$ cat config.mk
export PLATFORM = sky130hd
export DESIGN_NAME = flash_key_guard
export DESIGN_NICKNAME = d
export VERILOG_FILES = /design/src/rtl/fkg_pkg.sv /design/src/rtl/fkg_rst_sync.sv /design/src/rtl/fkg_addr_dec.sv /design/src/rtl/fkg_key_fsm.sv /design/src/rtl/fkg_acc_reg.sv /design/src/rtl/flash_key_guard.sv
export SDC_FILE = /design/constraint.sdc
export NUM_CORES = 1
export LEC_CHECK = 0
export ABC_AREA = 0
export ABC_CLOCK_PERIOD_IN_PS = 900
export BUFFER_PORTS_ARGS = -buffer_cell sky130_fd_sc_hd__buf_2
export CELL_PAD_IN_SITES_DETAIL_PLACEMENT = 1
export CELL_PAD_IN_SITES_GLOBAL_PLACEMENT = 1
export CORE_MARGIN = 3
export CORE_UTILIZATION = 33
export DETAILED_ROUTE_END_ITERATION = 10
export MAX_ROUTING_LAYER = met4
export PLACE_DENSITY_LB_ADDON = 0.1
export SLEW_MARGIN = 5
export SYNTH_ARGS = -nofsm -noshare
export SYNTH_HDL_FRONTEND = slang
export SYNTH_SLANG_ARGS = --single-unit
$ cat constraint.sdc
create_clock -name clk -period 0.9 [get_ports clk]
set_input_delay 0.045 -clock clk [delete_from_list [all_inputs] [get_ports clk]]
set_output_delay 0.045 -clock clk [all_outputs]
set_load 0.01 [all_outputs]
$ cat src/rtl/fkg_pkg.sv
package fkg_pkg;
  typedef enum logic [1:0] {
    ST_LOCKED  = 2'd0,
    ST_PENDING = 2'd1,
    ST_OPEN    = 2'd2
  } guard_state_e;

  localparam logic [31:0] KEY_FIRST_DEF  = 32'h5253_7175;
  localparam logic [31:0] KEY_SECOND_DEF = 32'hA918_75FC;
endpackage

$ cat src/rtl/fkg_rst_sync.sv
module fkg_rst_sync #(
  parameter int STAGES = 2
) (
  input  logic clk_i,
  input  logic rst_ni,
  output logic rst_no
);
  logic [STAGES-1:0] sync_q;
  logic [STAGES-1:0] sync_d;

  always_comb begin
    sync_d = {sync_q[STAGES-2:0], 1'b1};
  end

  always_ff @(posedge clk_i or negedge rst_ni) begin
    if (!rst_ni) sync_q <= '0;
    else         sync_q <= sync_d;
  end

  assign rst_no = sync_q[STAGES-1];
endmodule

$ cat src/rtl/fkg_addr_dec.sv
module fkg_addr_dec #(
  parameter int          ADDR_W     = 4,
  parameter int          DATA_W     = 32,
  parameter logic [ADDR_W-1:0] ACC_ADDR   = 4'h0,
  parameter logic [ADDR_W-1:0] KEY0_ADDR  = 4'h8,
  parameter logic [ADDR_W-1:0] KEY1_ADDR  = 4'hC,
  parameter logic [DATA_W-1:0] KEY_FIRST  = 32'h5253_7175,
  parameter logic [DATA_W-1:0] KEY_SECOND = 32'hA918_75FC
) (
  input  logic              wr_en_i,
  input  logic [ADDR_W-1:0] wr_addr_i,
  input  logic [DATA_W-1:0] wr_data_i,
  output logic              hit_acc_o,
  output logic              hit_k0_o,
  output logic              hit_k1_o,
  output logic              k0_ok_o,
  output logic              k1_ok_o
);
  always_comb begin
    hit_acc_o = wr_en_i && (wr_addr_i == ACC_ADDR);
    hit_k0_o  = wr_en_i && (wr_addr_i == KEY0_ADDR);
    hit_k1_o  = wr_en_i && (wr_addr_i == KEY1_ADDR);
    k0_ok_o   = (wr_data_i == KEY_FIRST);
    k1_ok_o   = (wr_data_i == KEY_SECOND);
  end
endmodule

$ cat src/rtl/fkg_key_fsm.sv
module fkg_key_fsm
  import fkg_pkg::*;
(
  input  logic clk_i,
  input  logic rst_ni,
  input  logic hit_k0_i,
  input  logic hit_k1_i,
  input  logic k0_ok_i,
  input  logic k1_ok_i,
  input  logic op_done_i,
  output logic open_o
);
  guard_state_e state_q, state_d;
  logic         lock_q, lock_d;
  logic         bad_seq;
  logic         state_en, lock_en;

  always_comb begin
    state_d = state_q;
    lock_d  = lock_q;
    bad_seq = 1'b0;
    if (!lock_q) begin
      if (hit_k0_i) begin
        if (k0_ok_i) state_d = ST_PENDING;
        else         bad_seq = 1'b1;
      end else if (hit_k1_i) begin
        if (state_q == ST_PENDING && k1_ok_i) state_d = ST_OPEN;
        else                                  bad_seq = 1'b1;
      end
    end
    if (bad_seq) begin
      lock_d  = 1'b1;
      state_d = ST_LOCKED;
    end
    if (op_done_i) state_d = ST_LOCKED;
  end

  assign state_en = (state_d != state_q);
  assign lock_en  = (lock_d != lock_q);

  always_ff @(posedge clk_i or negedge rst_ni) begin
    if (!rst_ni)       state_q <= ST_LOCKED;
    else if (state_en) state_q <= state_d;
  end

  always_ff @(posedge clk_i or negedge rst_ni) begin
    if (!rst_ni)      lock_q <= 1'b0;
    else if (lock_en) lock_q <= lock_d;
  end

  assign open_o = (state_q == ST_OPEN);

  // opening only follows an accepted second key with the first pending
  assert_open_needs_key_R2: assert property (@(posedge clk_i) disable iff (!rst_ni)
    $rose(open_o) |-> $past(hit_k1_i && k1_ok_i && state_q == ST_PENDING));

  // a wrong first key latches the lockout
  assert_bad_key0_locks_R4: assert property (@(posedge clk_i) disable iff (!rst_ni)
    (hit_k0_i && !k0_ok_i) |=> lock_q);

  // second key without a pending first key latches the lockout
  assert_early_key1_locks_R4: assert property (@(posedge clk_i) disable iff (!rst_ni)
    (hit_k1_i && state_q != ST_PENDING) |=> lock_q);

  // lockout is sticky and keeps the register closed
  assert_lockout_sticky_R5: assert property (@(posedge clk_i) disable iff (!rst_ni)
    lock_q |=> (lock_q && !open_o));

  // operation completion closes the register
  assert_done_relocks_R6: assert property (@(posedge clk_i) disable iff (!rst_ni)
    op_done_i |=> !open_o);
endmodule

$ cat src/rtl/fkg_acc_reg.sv
module fkg_acc_reg #(
  parameter int ACC_W = 16
) (
  input  logic             clk_i,
  input  logic             rst_ni,
  input  logic             open_i,
  input  logic             we_i,
  input  logic [ACC_W-1:0] data_i,
  output logic [ACC_W-1:0] acc_o
);
  logic [ACC_W-1:0] acc_q, acc_d;
  logic             acc_en;

  always_comb begin
    acc_en = open_i && we_i;
    acc_d  = data_i;
  end

  always_ff @(posedge clk_i or negedge rst_ni) begin
    if (!rst_ni)     acc_q <= '0;
    else if (acc_en) acc_q <= acc_d;
  end

  assign acc_o = acc_q;

  // closed register never changes
  assert_locked_hold_R3: assert property (@(posedge clk_i) disable iff (!rst_ni)
    !open_i |=> $stable(acc_q));

  // open write lands one edge later
  assert_open_write_R7: assert property (@(posedge clk_i) disable iff (!rst_ni)
    (open_i && we_i) |=> (acc_q == $past(data_i)));
endmodule

$ cat src/rtl/flash_key_guard.sv
module flash_key_guard
  import fkg_pkg::*;
#(
  parameter int ADDR_W = 4,
  parameter int DATA_W = 32,
  parameter int ACC_W  = 16,
  parameter int SYNC_STAGES = 2,
  parameter logic [ADDR_W-1:0] ACC_ADDR  = 4'h0,
  parameter logic [ADDR_W-1:0] KEY0_ADDR = 4'h8,
  parameter logic [ADDR_W-1:0] KEY1_ADDR = 4'hC,
  parameter logic [DATA_W-1:0] KEY_FIRST  = KEY_FIRST_DEF,
  parameter logic [DATA_W-1:0] KEY_SECOND = KEY_SECOND_DEF
) (
  input  logic              clk,
  input  logic              rst_n,
  input  logic              wr_en,
  input  logic [ADDR_W-1:0] wr_addr,
  input  logic [DATA_W-1:0] wr_data,
  input  logic              op_done,
  output logic              unlocked,
  output logic [ACC_W-1:0]  acc_value
);
  logic rst_int_n;
  logic hit_acc, hit_k0, hit_k1, k0_ok, k1_ok;
  logic open_w;

  fkg_rst_sync #(.STAGES(SYNC_STAGES)) u_rst_sync (
    .clk_i (clk),
    .rst_ni(rst_n),
    .rst_no(rst_int_n)
  );

  fkg_addr_dec #(
    .ADDR_W(ADDR_W), .DATA_W(DATA_W),
    .ACC_ADDR(ACC_ADDR), .KEY0_ADDR(KEY0_ADDR), .KEY1_ADDR(KEY1_ADDR),
    .KEY_FIRST(KEY_FIRST), .KEY_SECOND(KEY_SECOND)
  ) u_dec (
    .wr_en_i  (wr_en),
    .wr_addr_i(wr_addr),
    .wr_data_i(wr_data),
    .hit_acc_o(hit_acc),
    .hit_k0_o (hit_k0),
    .hit_k1_o (hit_k1),
    .k0_ok_o  (k0_ok),
    .k1_ok_o  (k1_ok)
  );

  fkg_key_fsm u_fsm (
    .clk_i    (clk),
    .rst_ni   (rst_int_n),
    .hit_k0_i (hit_k0),
    .hit_k1_i (hit_k1),
    .k0_ok_i  (k0_ok),
    .k1_ok_i  (k1_ok),
    .op_done_i(op_done),
    .open_o   (open_w)
  );

  fkg_acc_reg #(.ACC_W(ACC_W)) u_acc (
    .clk_i (clk),
    .rst_ni(rst_int_n),
    .open_i(open_w),
    .we_i  (hit_acc),
    .data_i(wr_data[ACC_W-1:0]),
    .acc_o (acc_value)
  );

  assign unlocked = open_w;
endmodule

==> impl_results.md, run 1 <==
* Share of flip-flops with an asynchronous set or reset at 100%
* Critical path cell sequence: buf_6 -> nand2b_4 -> a211oi_2 -> o2bb2ai_2 -> nand2b_1 -> a21o_1
* Post-route DRC at 0
* Register area at between 500 and 600 um^2
* TritonCTS clock tree: done
* Core area at 2880 um^2
* Critical Path Source Type: register
* Sink Count at 21
* Total gr overflow at 0
* Initial DRC count at 19
* WL/cell at 16.0 um
* Fin nets at 210
* Multi-input gate area at between 500 and 600 um^2
* Fmax at 777 MHz
* Drt first pass iters at 4
* VDD IR max at ~0.91 mV
* Worst Path Max Fanout at 2
* Setup violations, final at 21
* Final setup skew at around 0.0018 ns
* Synth Flop Type: dfrtp_1
* Vias in the first global route at 1204
* Final Max Tran Viols at 0
* Inserted Diodes at 0
* Critical Path Max Stage Delay at about 0.44 ns
* Filler cell count at between 300 and 400
* H-tree depth at 1
* CP arrival at approximately 1.5 ns
* Distinct cells, synth at 27
* Period minus WS final at about 1.3 ns
* Die area at 3880 um^2
* Area growth syn-to-layout at 70.2%
* Setup CP Type: register to register
* Dpl ws at -0.556 ns
* Power density cells at between 900 and 1000 nW/um^2
* Clock transition at the registers of the reported paths at 0.12 ns
* Die H at between 60 and 70 um
* Num rows at 19
* Post-route ant nets at 0
* Final hold violation count at 0
* Port Buf Inserts at 56
* Post-synth EDFFs at 0
* Final worst setup slack at -0.387 ns
* HP Class: input pin to asynchronous set/reset pin
* First-pass GRT wire length at about 5.6 mm
* Seq cells post-synth at 21
* Largest net degree at the start of global routing at 20
* Clock Path Buffers at 2
* Layout cells sized above 1 at 68.0%
* Total GRT Usage at between 10% and 20%
* Mean Syn Cell Area at ~13 um^2
* CP max stage cell: dfrtp_1
* Sequential-to-total area share from yosys stat at approximately 50%
* Routed vias at roughly 1000
* Worst skew pair latency at approximately 0.3 ns
* Max-cap violations at 0
* Die width at between 60 and 70 um
* RSZ-0062 raised after global routing: yes
* I/O pins at 57
* Routed WL at ~3.4 mm
* Failing checks: negative setup slack
* Req. time, crit path at 1.11 ns
* Synthesis warning total at 0
* DR vias/cell at 4.91
* Util after Layout at roughly three fifths
* Mapped Nets at around 120
* Gp weighted congestion at between 0.7 and 0.8
* Status: finished with violations
* Clock buffer count from CTS at 3
* Leak at roughly 0.96 nW
* Post-Syn Area at 1050 um^2
* Final worst-path cycle share at 143%
* Post-detail-place hpwl at 2.36 mm
* Initial Utilization at 36.4%
* Crit. End Element: register
* Initial antenna violation count at 0
* Root Buffer: clkbuf_4
* Mapped Cells at 79
-- repair_timing --
item                                    4_1_cts  5_1_grt
pin swaps                                     7        1
gates resized for setup                       9        5
setup buffers                                 4        0
hold buffers                                 12        0
gates cloned                                  1        0
endpoints found under the setup margin       29       36
hold endpoints to repair                     13        0
-- layer usage --
| layer | wire [um] | track usage, % | up-vias | share of wire (%) |
|---|---|---|---|---|
| met5 | 0 | - | - | 0 |
| met4 | 48 | 4.41 | 0 | 1.4 |
| met3 | 155 | 3.96 | 4 | 4.6 |
| met2 | 1880 | 36.3 | 33 | 56 |
| met1 | 1280 | 19.2 | 513 | 38 |
| li1 | - | - | 485 | - |
-- flip-flops by register name (all words and copies together) (netlist names) --
name / flops
u_acc.acc_o: 16
u_rst_sync.sync_q: 2
u_fsm.state_q: 2
u_fsm.lock_q: 1
-- final cells by class --
class / count / share of cell area, %
multi-input combinational: 56 / 33.5
timing repair buffer: 86 / 31.9
sequential: 21 / 29.5
tap: 42 / 2.95
clock buffer: 3 / 1.26
clock inverter: 1 / 0.422
inverter: 2 / 0.422
-- worst paths after layout --
kind	from	slack [ns]	cells after the start	to
worst max-delay path	u_fsm.state_q[0]	-0.39	6	u_fsm.lock_q
worst min-delay path	rst_n	0.04	2	u_rst_sync.sync_q[0]
worst max register to register	u_fsm.state_q[0]	-0.39	6	u_fsm.lock_q
worst min register to register	u_rst_sync.sync_q[1]	0.22	1	u_acc.acc_o[1]
max in group asynchronous	u_rst_sync.sync_q[1]	0.49	1	u_acc.acc_o[13]
min in group clk	wr_data[6]	0.06	3	u_acc.acc_o[6]
-- synthesized netlist by cell type, types with 2 or more instances --
library cell,n,area share [%]
nor4b_1,3,2.5
dfrtp_1,21,50
inv_1,2,0.72
nand2_1,2,0.72
nor2_1,2,0.72
nand4_1,4,2.4
a21oi_1,3,1.4
and4bb_2,4,4.8
mux2_2,16,17
nand2b_1,2,1.2
nor4bb_1,4,3.8
-- logic make-up (layout without fill, tap and decap cells) --
kind of cell	Yosys count	in the layout	synth area share (%)
DFF	21	21	50.2
AOI/OAI and AO/OA	8	8	5.62
and+or+nand+nor	30	31	24.8
other	1	1	0.359
buffers and inverters	3	92	1.79
muxes	16	16	17.2
-- power breakdown --
part,switching [W],internal [W]
registers,0.00000290,0.000950
clock network,0.000301,0.000169
logic,0.000106,0.000162
-- per-stage QoR --
stage / area, um^2 / TNS (ns) / cells / hold WS [ns] / power (W)
after floorplan: 1080 / -5.44 / 79 / -0.251 / 0.00103
after global placement: 1510 / -8.10 / 190 / -0.170 / 0.00118
after detailed placement: 1510 / -8.50 / 190 / -0.168 / 0.00119
after CTS: 1760 / -6.99 / 211 / 0.0197 / 0.00171
after global routing: 1780 / -8.56 / 211 / 0.0204 / 0.00177
final: 1780 / -7.20 / 211 / 0.0413 / 0.00169
-- cells in the final DEF (no fill, tap or decap) --
cell type	synthesis	layout
buf_6	1	6
and4b_2	1	1
nor3_1	1	1
mux2_2	16	16
nor2_1	2	2
nand4_1	4	4
nand3b_4	0	2
buf_2	0	52
nor4b_4	1	2
nand4b_1	1	1
nor4bb_4	0	1
nand2b_1	2	1
clkbuf_4	0	3
a21oi_2	1	2
and4bb_2	4	4
nor4bb_1	4	3
a21oi_1	3	2
a41o_2	1	1
dfrtp_1	21	21
and3_1	1	1
a21o_1	1	1
a211oi_2	0	1
inv_1	2	1
nand2_1	2	2
nor4b_2	0	1
buf_4	0	16
inv_2	0	1
conb_1	1	1
dlygate4sd3_1	0	12
or4_4	1	1
nor2b_4	0	1
nor4b_1	3	1
clkinvlp_4	0	1
nand2b_4	0	1
nand2_2	1	1
o2bb2ai_2	0	1
-- critical path, delay by kind of cell (launching register included) --
family	cells	cell delay (ns)
compound gates	3	0.48
simple gates	2	0.13
flops	1	0.44
buf+inv	1	0.14
Power figures use the tool's default switching activity.
==> run 2: changes to the inputs <==
--- a/config.mk
+++ b/config.mk
@@ -6,12 +6,12 @@
 export NUM_CORES = 1
 export LEC_CHECK = 0
 export ABC_AREA = 0
-export ABC_CLOCK_PERIOD_IN_PS = 900
+export ABC_CLOCK_PERIOD_IN_PS = 1530
 export BUFFER_PORTS_ARGS = -buffer_cell sky130_fd_sc_hd__buf_2
 export CELL_PAD_IN_SITES_DETAIL_PLACEMENT = 1
 export CELL_PAD_IN_SITES_GLOBAL_PLACEMENT = 1
 export CORE_MARGIN = 3
-export CORE_UTILIZATION = 33
+export CORE_UTILIZATION = 35
 export DETAILED_ROUTE_END_ITERATION = 10
 export MAX_ROUTING_LAYER = met4
 export PLACE_DENSITY_LB_ADDON = 0.1
==> constraint.sdc (replaced) <==
create_clock -name clk -period 1.53 [get_ports clk]
set_input_delay 0.0765 -clock clk [delete_from_list [all_inputs] [get_ports clk]]
set_output_delay 0.0765 -clock clk [all_outputs]
set_load 0.01 [all_outputs]
==> run 2 against run 1 <==
Net effect: the flow now finishes without violations; worst hold slack lost 0.028 ns; worst setup slack improved by 0.41 ns; global-route usage decreased by 0.91 points; count of clock-buffer cells in the layout unchanged; flip-flop and latch count is the same; sequential power decreased by 41%; sequential share of layout area grew 4.5 points; critical path depth unchanged; design area decreased by 13%; total power is 43% lower; register-to-register slack improved by 0.51 ns; core utilization decreased by 6.8 points; largest cell class is now sequential cells; largest power group unchanged.
==> impl_results.md, run 2 (synthesis results as in run 1) <==
* WHS Endpoint: u_acc.acc_o[15]
* Clock Path Buffers at 2 (unchanged)
* Fin nets at 193 (-8.1%)
* Worst Path Max Fanout at 2 (unchanged)
* Req. time, crit path at 1.73 ns (+0.62 ns)
* Total gr overflow at 0 (unchanged)
* Final hold violation count at 0 (unchanged)
* Routed WL at 2.95 mm (-12%)
* Initial Utilization at 37.3% (+0.92 points)
* VDD IR max at 0.517 mV (-43%)
* First-pass GRT wire length at 4.70 mm (-16%)
* Critical Path Max Stage Delay at 0.57 ns (+0.13 ns)
* Gp weighted congestion at 0.716 (-5.8%)
* Crit. End Element: register
* Final worst-path cycle share at a little over nine tenths
* Clock buffer count from CTS at 3 (unchanged)
* Post-detail-place hpwl at 2.24 mm (-5.0%)
* Cell family with most CP delay: simple AND/OR/NAND/NOR gates
* WL/cell at 16.1 um (+1.0%)
* Min-delay src: wr_data[15]
* Reg2reg end: u_fsm.lock_q
* Final setup TNS at 0 ns (+7.20 ns)
* Post-Layout Inst Area at 1550 um^2 (-13%)
* Routing usage on met3 at 4.04% (+0.079 points)
* Met2 Use GR at 30.8% (-5.5 points)
* Area growth syn-to-layout at 47.7%
* Fmax at 665 MHz
* Final setup skew at 0.00479 ns (+0.00297 ns)
* Worst Reg2Reg Path Length in Cells at 5 (-1)
* CP max stage cell: or4_4
* Final Max Tran Viols at 0 (unchanged)
* Period minus WS final at approximately 1.5 ns
* Die width at 60.7 um (-2.6%)
* Inserted Diodes at 0 (unchanged)
* M1 GR Usage at 20.8% (+1.6 points)
* Worst skew pair latency at 0.31 ns (about the same)
* Placed Area at 1400 um^2 (-7.5%)
* Reg-to-Reg Start: u_fsm.state_q[1]
* Most frequent cells in the layout: 54 x buf_2, 21 x dfrtp_1, 16 x mux2_2
* R2R Setup Slk at 0.12 ns (+0.51 ns)
* Gr busiest metal: met2
* Max-cap violations at 0 (unchanged)
* H-tree depth at 1 (unchanged)
* Clock transition at the registers of the reported paths at 0.12 ns (about the same)
* HP Class: input pin to register
* Sink Count at 21 (unchanged)
* Initial antenna violation count at 0 (unchanged)
* Die H at 60.7 um (-2.6%)
* DR vias/cell at 5.19 (+5.8%)
* Setup violations, final at 0 (-100%)
* Status: finished, final reports clean
* I/O pins at 57 (unchanged)
* Fin cells at 183 (-13%)
* Total GRT Usage at 17.8% (-0.91 points)
* Root Buffer: clkbuf_4
* Vias in the first global route at 1015 (-16%)
* Largest net degree at the start of global routing at 17 (-15%)
* Routed vias at 950 (-8.2%)
* Drt first pass iters at 4 (unchanged)
* Critical path cell sequence: dlygate4sd3_1 -> and4bb_2 -> nand4_1 -> or4_4 -> nand2_2 -> a21oi_1
* Filler cell count at 323 (+1.3%)
* Post-route DRC at 0 (unchanged)
* Leak at 0.824 nW (-14%)
* Setup CP Type: input pin to register
* Port Buf Inserts at 56 (unchanged)
* Hold Slack at 0.0132 ns (-0.0281 ns)
* CP arrival at 1.70 ns (+0.20 ns)
* Core area at 2810 um^2 (-2.5%)
* Post-route ant nets at 0 (unchanged)
* Num rows at 19 (unchanged)
* Worst hold path cell count at 2
* Initial DRC count at 19 (unchanged)
* Critical Path Source Type: input pin
* Critical path buffers and inverters at 1 (unchanged)
* Layout cells sized above 1 at 60.5% (-7.5 points)
* Max FFs per register at 16 (unchanged)
* TritonCTS clock tree: done
* Die area at 3680 um^2 (-5.2%)
* Power density cells at 622 nW/um^2 (-34%)
* Placed cell count at 169 (-11%)
* Most common cell after layout, fill and taps aside: buf_2
run 2: area by class of cell:
| type | count | area (um^2) | area share [%] |
|---|---|---|---|
| Inverter | 2 | 7.51 | 0.486 |
| Clock buffer | 3 | 22.5 | 1.46 |
| Timing Repair Buffer | 70 | 433 | 28.0 |
| Multi-Input combinational cell | 55 | 510 | 33.0 |
| Tap cell | 31 | 38.8 | 2.51 |
| Clock inverter | 1 | 7.51 | 0.486 |
| Sequential cell | 21 | 526 | 34.0 |
run 2: how the worst max path moves through the flow:
| stage | start | endpoint | slack, ns | cells after the start |
|---|---|---|---|---|
| CTS | wr_data[12] | u_fsm.state_q[1] | 0.02 | 7 |
| floorplan | u_fsm.state_q[1] | u_acc.acc_o[0] | 0.13 | 4 |
| global route | u_fsm.state_q[1] | u_fsm.state_q[1] | -0.01 | 5 |
| finish | wr_data[13] | u_fsm.state_q[1] | 0.03 | 6 |
| global placement | wr_data[18] | u_fsm.state_q[1] | 0.05 | 6 |
| detailed placement | wr_data[18] | u_fsm.state_q[1] | 0.01 | 6 |
run 2: layer usage:
| metal | wire length, um | part of all wire [%] | vias up |
|---|---|---|---|
| li1 | - | - | 450 |
| met1 | 1120 | 38 | 470 |
| met2 | 1650 | 56 | 26 |
| met3 | 138 | 4.7 | 4 |
| met4 | 34 | 1.2 | 0 |
| met5 | 0 | 0 | - |
run 2: through the flow:
stage	power, W	utilization [%]	setup WS [ns]
6_report	0.000962	55.1	0.0267
5_1_grt	0.00101	55.1	-0.0106
4_1_cts	0.000978	54.8	0.0167
3_5_place_dp	0.000675	49.8	0.0122
3_3_place_gp	0.000670	49.8	0.0540
2_1_floorplan	0.000601	-	0.128
run 2: worst register-to-register path, cell delays in order, from the launching register on:
cell	delay, ns
dfrtp_1	0.45
nand2b_1	0.17
a211oi_1	0.28
o2bb2ai_2	0.16
nand2b_1	0.09
a21o_1	0.18
run 2: report_power, final:
part | total [W] | switching (W) | internal (W)
sequential | 0.000564 | 0.00000492 | 0.000559
clock | 0.000278 | 0.000178 | 0.0000998
combinational | 0.000121 | 0.0000487 | 0.0000719
run 2: timing repair:
item                                   4_1_cts  5_1_grt
resized for setup                            0        3
setup endpoints to repair                    0        2
buffers inserted                             0        1
hold buffers                                11        0
endpoints found under the hold margin       12        0
